--- config.mk ---
export PLATFORM = sky130hd
export DESIGN_NAME = pp_cycle_seq
export DESIGN_NICKNAME = d
export VERILOG_FILES = /design/src/rtl/pps_pkg.sv /design/src/rtl/pps_phase_timer.sv /design/src/rtl/pps_conv_walker.sv /design/src/rtl/pps_power_map.sv /design/src/rtl/pp_cycle_seq.sv
export SDC_FILE = /design/constraint.sdc
export NUM_CORES = 1
export LEC_CHECK = 0
export CAP_MARGIN = 30
export CORE_ASPECT_RATIO = 1.5
export CORE_MARGIN = 3
export CORE_UTILIZATION = 45
export CTS_BUF_LIST = sky130_fd_sc_hd__clkbuf_16
export DETAILED_ROUTE_END_ITERATION = 10
export PLACE_DENSITY_LB_ADDON = 0.25
export REMOVE_ABC_BUFFERS = 1
export SKIP_CTS_REPAIR_TIMING = 1
export SLEW_MARGIN = 15
export SYNTH_ARGS = -nofsm -noshare
export SYNTH_HDL_FRONTEND = slang
export SYNTH_HIERARCHICAL = 1
export SYNTH_SLANG_ARGS = --single-unit
--- constraint.sdc ---
create_clock -name clk -period 3.8 [get_ports clk]
set_clock_uncertainty 0.2 [all_clocks]
set_input_delay 0.76 -clock clk [delete_from_list [all_inputs] [get_ports clk]]
set_output_delay 0.76 -clock clk [all_outputs]
set_load 0.05 [all_outputs]
--- src/rtl/pps_pkg.sv ---
`timescale 1ns/1ps
package pps_pkg;

  typedef enum logic [2:0] {
    PH_IDLE = 3'd0,
    PH_WAKE = 3'd1,
    PH_ACQ  = 3'd2,
    PH_CONV = 3'd3,
    PH_RO   = 3'd4
  } phase_e;

  localparam int unsigned NUM_DOM  = 3;
  localparam int unsigned DOM_FE   = 0;
  localparam int unsigned DOM_ADC  = 1;
  localparam int unsigned DOM_LINK = 2;

  // Successor in the nominal cycle order.
  function automatic phase_e phase_after(phase_e p);
    case (p)
      PH_IDLE: return PH_WAKE;
      PH_WAKE: return PH_ACQ;
      PH_ACQ:  return PH_CONV;
      PH_CONV: return PH_RO;
      default: return PH_IDLE;
    endcase
  endfunction

  // Whether supply domain d is on in phase p.
  function automatic logic domain_on(int unsigned d, phase_e p);
    case (d)
      DOM_FE:  return (p == PH_WAKE) || (p == PH_ACQ) || (p == PH_CONV);
      DOM_ADC: return (p == PH_CONV);
      default: return (p == PH_RO);
    endcase
  endfunction

endpackage

--- src/rtl/pps_phase_timer.sv ---
`timescale 1ns/1ps
module pps_phase_timer #(
  parameter int TIMER_W = 24
) (
  input  logic               clk,
  input  logic               rst_n,
  input  logic               load_i,
  input  logic [TIMER_W-1:0] load_val_i,
  output logic               zero_o
);

  localparam logic [TIMER_W-1:0] SPAN = '1;

  logic [TIMER_W-1:0] cnt_q;

  always_ff @(posedge clk or negedge rst_n) begin
    if (!rst_n) begin
      cnt_q <= SPAN;
    end else if (load_i) begin
      cnt_q <= load_val_i;
    end else if (cnt_q != '0) begin
      cnt_q <= cnt_q - 1'b1;
    end
  end

  assign zero_o = (cnt_q == '0);


  timer_monotone_chk: assert property (@(posedge clk) disable iff (!rst_n)
    !$past(load_i) |-> (cnt_q <= $past(cnt_q)));

endmodule

--- src/rtl/pps_conv_walker.sv ---
`timescale 1ns/1ps
module pps_conv_walker #(
  parameter int MAX_EVENTS = 16,
  parameter int CNT_W      = $clog2(MAX_EVENTS + 1),
  parameter int CELL_W     = $clog2(MAX_EVENTS)
) (
  input  logic              clk,
  input  logic              rst_n,
  input  logic              load_i,
  input  logic [CNT_W-1:0]  total_i,
  input  logic              stay_i,
  input  logic              done_i,
  output logic              start_o,
  output logic [CELL_W-1:0] cell_o,
  output logic              fin_o
);

  logic [CNT_W-1:0]  total_q;
  logic [CELL_W-1:0] cell_q;
  logic              start_q;
  logic              wait_q;
  logic              fin_q;
  logic              last_cell;

  assign last_cell = ((CNT_W'(cell_q) + 1'b1) == total_q);

  always_ff @(posedge clk or negedge rst_n) begin
    if (!rst_n) begin
      total_q <= '0;
      cell_q  <= '0;
      start_q <= 1'b0;
      wait_q  <= 1'b0;
      fin_q   <= 1'b0;
    end else if (load_i) begin
      total_q <= total_i;
      cell_q  <= '0;
      start_q <= 1'b1;
      wait_q  <= 1'b0;
      fin_q   <= 1'b0;
    end else if (!stay_i) begin
      total_q <= '0;
      cell_q  <= '0;
      start_q <= 1'b0;
      wait_q  <= 1'b0;
      fin_q   <= 1'b0;
    end else begin
      start_q <= 1'b0;
      if (start_q) begin
        wait_q <= 1'b1;
      end else if (wait_q && done_i) begin
        wait_q <= 1'b0;
        if (last_cell) begin
          fin_q <= 1'b1;
        end else begin
          cell_q  <= cell_q + 1'b1;
          start_q <= 1'b1;
        end
      end
    end
  end

  assign start_o = start_q;
  assign cell_o  = cell_q;
  assign fin_o   = fin_q;


  cell_in_range_chk: assert property (@(posedge clk) disable iff (!rst_n)
    start_q |-> (CNT_W'(cell_q) < total_q));


  start_single_chk: assert property (@(posedge clk) disable iff (!rst_n)
    start_q |=> !start_q);


  no_start_after_fin_chk: assert property (@(posedge clk) disable iff (!rst_n)
    fin_q |-> !start_q);

endmodule

--- src/rtl/pps_power_map.sv ---
`timescale 1ns/1ps
module pps_power_map
  import pps_pkg::*;
#(
  parameter int NDOM = NUM_DOM
) (
  input  phase_e          phase_i,
  output logic [NDOM-1:0] en_o
);

  for (genvar d = 0; d < NDOM; d++) begin : g_dom
    assign en_o[d] = domain_on(d, phase_i);
  end

endmodule

--- src/rtl/pp_cycle_seq.sv ---
`timescale 1ns/1ps
module pp_cycle_seq
  import pps_pkg::*;
#(
  parameter int MAX_EVENTS = 16,
  parameter int TIMER_W    = 24,
  parameter int CNT_W      = $clog2(MAX_EVENTS + 1),
  parameter int CELL_W     = $clog2(MAX_EVENTS)
) (
  input  logic               clk,
  input  logic               rst_n,
  input  logic               wake_req,
  input  logic               train_start,
  input  logic               train_end,
  input  logic [CNT_W-1:0]   stored_cnt,
  input  logic               adc_done,
  input  logic [TIMER_W-1:0] cfg_idle_ticks,
  input  logic [TIMER_W-1:0] cfg_settle_ticks,
  input  logic [TIMER_W-1:0] cfg_acq_ticks,
  input  logic [TIMER_W-1:0] cfg_conv_ticks,
  input  logic [TIMER_W-1:0] cfg_ro_ticks,
  output logic [2:0]         phase,
  output logic [2:0]         pwr_en,
  output logic               adc_start,
  output logic [CELL_W-1:0]  adc_cell,
  output logic               ro_req,
  output logic               conv_err
);

  localparam logic [CNT_W-1:0] CNT_CAP = CNT_W'(MAX_EVENTS);

  phase_e             phase_q, phase_d;
  logic               err_q;
  logic               err_set, err_clr;
  logic               tmr_load, tmr_zero;
  logic [TIMER_W-1:0] tmr_val;
  logic               walk_load, walk_fin;
  logic [CNT_W-1:0]   events_cap;

  assign events_cap = (stored_cnt > CNT_CAP) ? CNT_CAP : stored_cnt;

  always_comb begin
    phase_d   = phase_q;
    tmr_load  = 1'b0;
    tmr_val   = cfg_idle_ticks;
    walk_load = 1'b0;
    err_set   = 1'b0;
    err_clr   = 1'b0;
    unique case (phase_q)
      PH_IDLE: begin
        if (wake_req || tmr_zero) begin
          phase_d  = PH_WAKE;
          tmr_load = 1'b1;
          tmr_val  = cfg_settle_ticks;
          err_clr  = 1'b1;
        end
      end
      PH_WAKE: begin
        if (tmr_zero && train_start) begin
          phase_d  = PH_ACQ;
          tmr_load = 1'b1;
          tmr_val  = cfg_acq_ticks;
        end
      end
      PH_ACQ: begin
        if (train_end || tmr_zero) begin
          tmr_load = 1'b1;
          if (events_cap == '0) begin
            phase_d = PH_RO;
            tmr_val = cfg_ro_ticks;
          end else begin
            phase_d   = PH_CONV;
            tmr_val   = cfg_conv_ticks;
            walk_load = 1'b1;
          end
        end
      end
      PH_CONV: begin
        if (walk_fin) begin
          phase_d  = PH_RO;
          tmr_load = 1'b1;
          tmr_val  = cfg_ro_ticks;
        end else if (tmr_zero) begin
          phase_d  = PH_RO;
          tmr_load = 1'b1;
          tmr_val  = cfg_ro_ticks;
          err_set  = 1'b1;
        end
      end
      PH_RO: begin
        if (tmr_zero) begin
          phase_d  = PH_IDLE;
          tmr_load = 1'b1;
          tmr_val  = cfg_idle_ticks;
        end
      end
      default: phase_d = PH_IDLE;
    endcase
  end

  always_ff @(posedge clk or negedge rst_n) begin
    if (!rst_n) begin
      phase_q <= PH_IDLE;
      err_q   <= 1'b0;
    end else begin
      phase_q <= phase_d;
      if (err_clr) begin
        err_q <= 1'b0;
      end else if (err_set) begin
        err_q <= 1'b1;
      end
    end
  end

  pps_phase_timer #(.TIMER_W(TIMER_W)) u_timer (
    .clk        (clk),
    .rst_n      (rst_n),
    .load_i     (tmr_load),
    .load_val_i (tmr_val),
    .zero_o     (tmr_zero)
  );

  pps_conv_walker #(
    .MAX_EVENTS (MAX_EVENTS),
    .CNT_W      (CNT_W),
    .CELL_W     (CELL_W)
  ) u_walker (
    .clk     (clk),
    .rst_n   (rst_n),
    .load_i  (walk_load),
    .total_i (events_cap),
    .stay_i  (phase_d == PH_CONV),
    .done_i  (adc_done),
    .start_o (adc_start),
    .cell_o  (adc_cell),
    .fin_o   (walk_fin)
  );

  pps_power_map #(.NDOM(NUM_DOM)) u_power (
    .phase_i (phase_q),
    .en_o    (pwr_en)
  );

  assign phase    = phase_q;
  assign ro_req   = (phase_q == PH_RO);
  assign conv_err = err_q;


  idle_unpowered_chk: assert property (@(posedge clk) disable iff (!rst_n)
    (phase_q == PH_IDLE) |-> (pwr_en == '0));


  converter_power_chk: assert property (@(posedge clk) disable iff (!rst_n)
    pwr_en[DOM_ADC] |-> pwr_en[DOM_FE]);


  phase_order_chk: assert property (@(posedge clk) disable iff (!rst_n)
    (phase_q != $past(phase_q)) |->
      ((phase_q == phase_after($past(phase_q))) ||
       (($past(phase_q) == PH_ACQ) && (phase_q == PH_RO))));


  request_in_conv_chk: assert property (@(posedge clk) disable iff (!rst_n)
    adc_start |-> (phase_q == PH_CONV));


  err_origin_chk: assert property (@(posedge clk) disable iff (!rst_n)
    $rose(err_q) |-> (($past(phase_q) == PH_CONV) && (phase_q == PH_RO)));

endmodule

==> results.toml, run 1 <==
[global_routing]
track_usage_pct = 28.0
antenna_found_initial = 0
grt_max_degree = 41
grt_pass1_vias = 4355
grt_pass1_wl_mm = 20.7
grt_overflow = 0

[cells_and_area]
multiInputGateArea_um2 = 2490
fillers = 688
fin_nets = 702
drive_gt1_share_pct = 19.3
area_growth_pct = 47.7
fin_cells = 674
diodes = 0
seqCellArea_um2 = 1030

[cts]
cts_tree = "built"
clock_sinks = 40
cts_buffer_depth = 2
htreeDepth = 2
insertion_delay_ns = 0.29
numCtsBuffers = 5
clock-root-buffer = "clkbuf_16"
clk_pin_slew_ns = 0.06

[place]
dp_hpwl_mm = 10.2
io_buffer_count = 143
routabilityCongestion = 0.890
dp.cells = 661

[worst_setup_path]
endpoint_kind = "flip-flop"
critPathKind = "reg -> reg"
critPathSlowestCell = "or4b_2"
worstPathCellList = "inv_1 > ha_1 > or4b_2 > nor4_4 > nand2_1 > inv_1 > buf_4 > o21ai_0 > o311ai_2 > and2_1 > inv_1 > nor2_2 > a22o_2"
critPathMostFrequentCell = "inv_1"
worst_setup_path_start_kind = "flip-flop"
cp_slowest_stage_delay_ns = 0.67
cp.arrival_ns = 3.62
cp_max_fo = 12
cp.required_ns = 3.83

[pwr]
power_density_nw_per_um2 = 266
leakage_nw = 2.07
finalPower_w = 0.00146
irDropWorstVdd_uv = 183

[logic_synthesis]
yosys.area.top_type_share_pct = 17.0
synth-seq-cells = 40
ys_top_cells_by_area = "dfstp_2 (17%), dfrtp_1 (11%), mux2_2 (8.2%)"
synth.distinct_cells = 63
synthArstFlopShare_pct = 100
ys.flop_type = "dfstp_2"
synth-edff-count = 0
synth_top_cell_by_area = "dfstp_2"
synth_most_common_cell = "nand3_1"
synth.avg_cell_area_um2 = 8.68
syn-cell-area_um2 = 3720
yosysSeqAreaShare_pct = 27.7
synth_cells = 428
yosys-top-cells-count = "nand3_1 (49), mux2_2 (27), a31oi_1 (26), nand2_1 (26)"
yosysWarnings = 6

[outcome]
outcome = "completed"

[die]
io_pins = 144
die_area_um2 = 9410
start_util_pct = 46.4
die_x_um = 80.2
rows = 40
die_y_um = 117
core_area_um2 = 8010

[timing]
min_period_ns = 3.59
tightest_slew_ns = 0.701
finalHoldViolations = 0
max_slew_margin_pct = 52.9
final_max_slew_viol_count = 0
fmax_mhz = 278
fin_crit_sh_pct = 94.5
finalSetupViolCount = 0

[route]
viasPerCell = 6.42
vias = 4327
first_iter_violations = 392
routedWlPerCell_um = 19.9
routed_wl_mm = 13.4
ant_nets = 0
drt_pre_antenna_iters = 7
drc = 0

[run]
drv_cap = 0

[worst_hold_path]
min_path_type = "in -> async"
-- layer usage --
layer / up-vias / global-route usage, % / wire (µm)
met2: 241 / 53.1 / 7360
met3: 53 / 4.75 / 879
met1: 2074 / 29.7 / 4680
met5: - / 0 / 0
li1: 1959 / - / -
met4: 0 / 12.5 / 499
-- report_power, final --
part	total, W	internal, W	switching (W)
Combinational	0.000408	0.000249	0.000159
Sequential	0.000641	0.000544	0.0000969
Clock	0.000413	0.000238	0.000175
Total	0.00146	0.00103	0.000431
-- critical path, delay by kind of cell (launching register included) --
family | cells | cell delay, ns
buf+inv | 4 | 0.49
flops | 1 | 0.38
compound gates | 3 | 0.76
simple gates | 5 | 1.54
fa+ha+maj | 1 | 0.16
-- placed cells by master (no fill, tap or decap), types with 2 or more instances in the layout --
master	synthesis	routed
a21oi_1	15	15
clkbuf_16	0	5
nor3b_1	4	4
buf_4	3	20
or2_2	2	2
nand2_1	26	26
nor2_2	1	3
nor2_1	13	11
a21o_1	24	24
nor2b_1	8	7
inv_1	12	14
ha_1	3	3
nand4_1	2	2
a222oi_1	24	24
or4_4	2	2
buf_8	0	2
dfstp_2	24	24
nor4_1	3	3
dfrtp_1	16	16
o31ai_1	9	9
xnor2_1	12	12
nor3_1	10	10
o21ai_0	17	17
nor4_4	3	3
o41ai_1	2	2
xor2_1	10	10
clkdlybuf4s50_1	0	141
nand2b_1	2	2
o31a_1	3	3
mux2_2	27	27
nand3_1	49	49
or4_1	5	5
a31oi_1	26	26
a22o_1	10	10
-- registers in the layout, indices dropped and copies added, names as in the netlist --
signal / flops
u_timer/cnt_q: 24
u_walker/total_q: 5
u_walker/cell_o: 4
phase: 3
conv_err: 1
u_walker/fin_o: 1
u_walker/start_o: 1
u_walker/wait_q: 1
-- path summary, 6_finish.rpt --
path	cells after the start	from	end	slack (ns)
max	13	u_timer/cnt_q[0]	u_walker/fin_o	0.21
min	1	rst_n	u_walker/total_q[2]	0.21
max reg2reg	13	u_timer/cnt_q[0]	u_walker/fin_o	0.21
min reg2reg	2	u_timer/cnt_q[12]	u_timer/cnt_q[12]	0.35
max in group asynchronous	2	rst_n	u_timer/cnt_q[23]	2.64
min in group clk	2	u_timer/cnt_q[12]	u_timer/cnt_q[12]	0.35
-- through the flow --
stage	TNS (ns)	cell area [µm²]	util (%)	worst slack, ns	hold WS (ns)
floorplan	-14.73	3540	-	-0.645	0.264
detailed placement	0	5270	65.8	0.0233	0.315
CTS	-0.00685	5410	67.5	-0.00685	0.337
global route	-0.00121	5490	68.5	-0.00121	0.231
finish	0	5490	68.5	0.208	0.212
global placement	0	5260	65.6	0.0858	0.314
-- kinds of logic (layout without fill, tap and decap cells) --
group           Yosys count  after routing  synth area share (%)
compound gates          143            143                  28.6
flops                    40             40                  27.7
buf+inv                  46            187                  6.03
mux                      27             27                  8.18
fa+ha+maj                 3              3                  1.01
simple gates            147            147                  23.2
xor+xnor                 22             22                  5.19
-- cell type report --
| type | count | share of cell area [%] |
|---|---|---|
| Multi-Input combinational cell | 342 | 45.3 |
| Timing Repair Buffer | 167 | 30.2 |
| Sequential cell | 40 | 18.8 |
| Tap cell | 105 | 2.39 |
| Clock buffer | 5 | 2.28 |
| Inverter | 12 | 0.821 |
| Clock inverter | 3 | 0.228 |
(Power assumes the default switching activity.)
==> run 2: changes to the inputs <==
- CTS_CLUSTER_DIAMETER: default -> 120
==> results of run 2 <==
No change in the layout: final DEF, timing and power equal those of run 1.
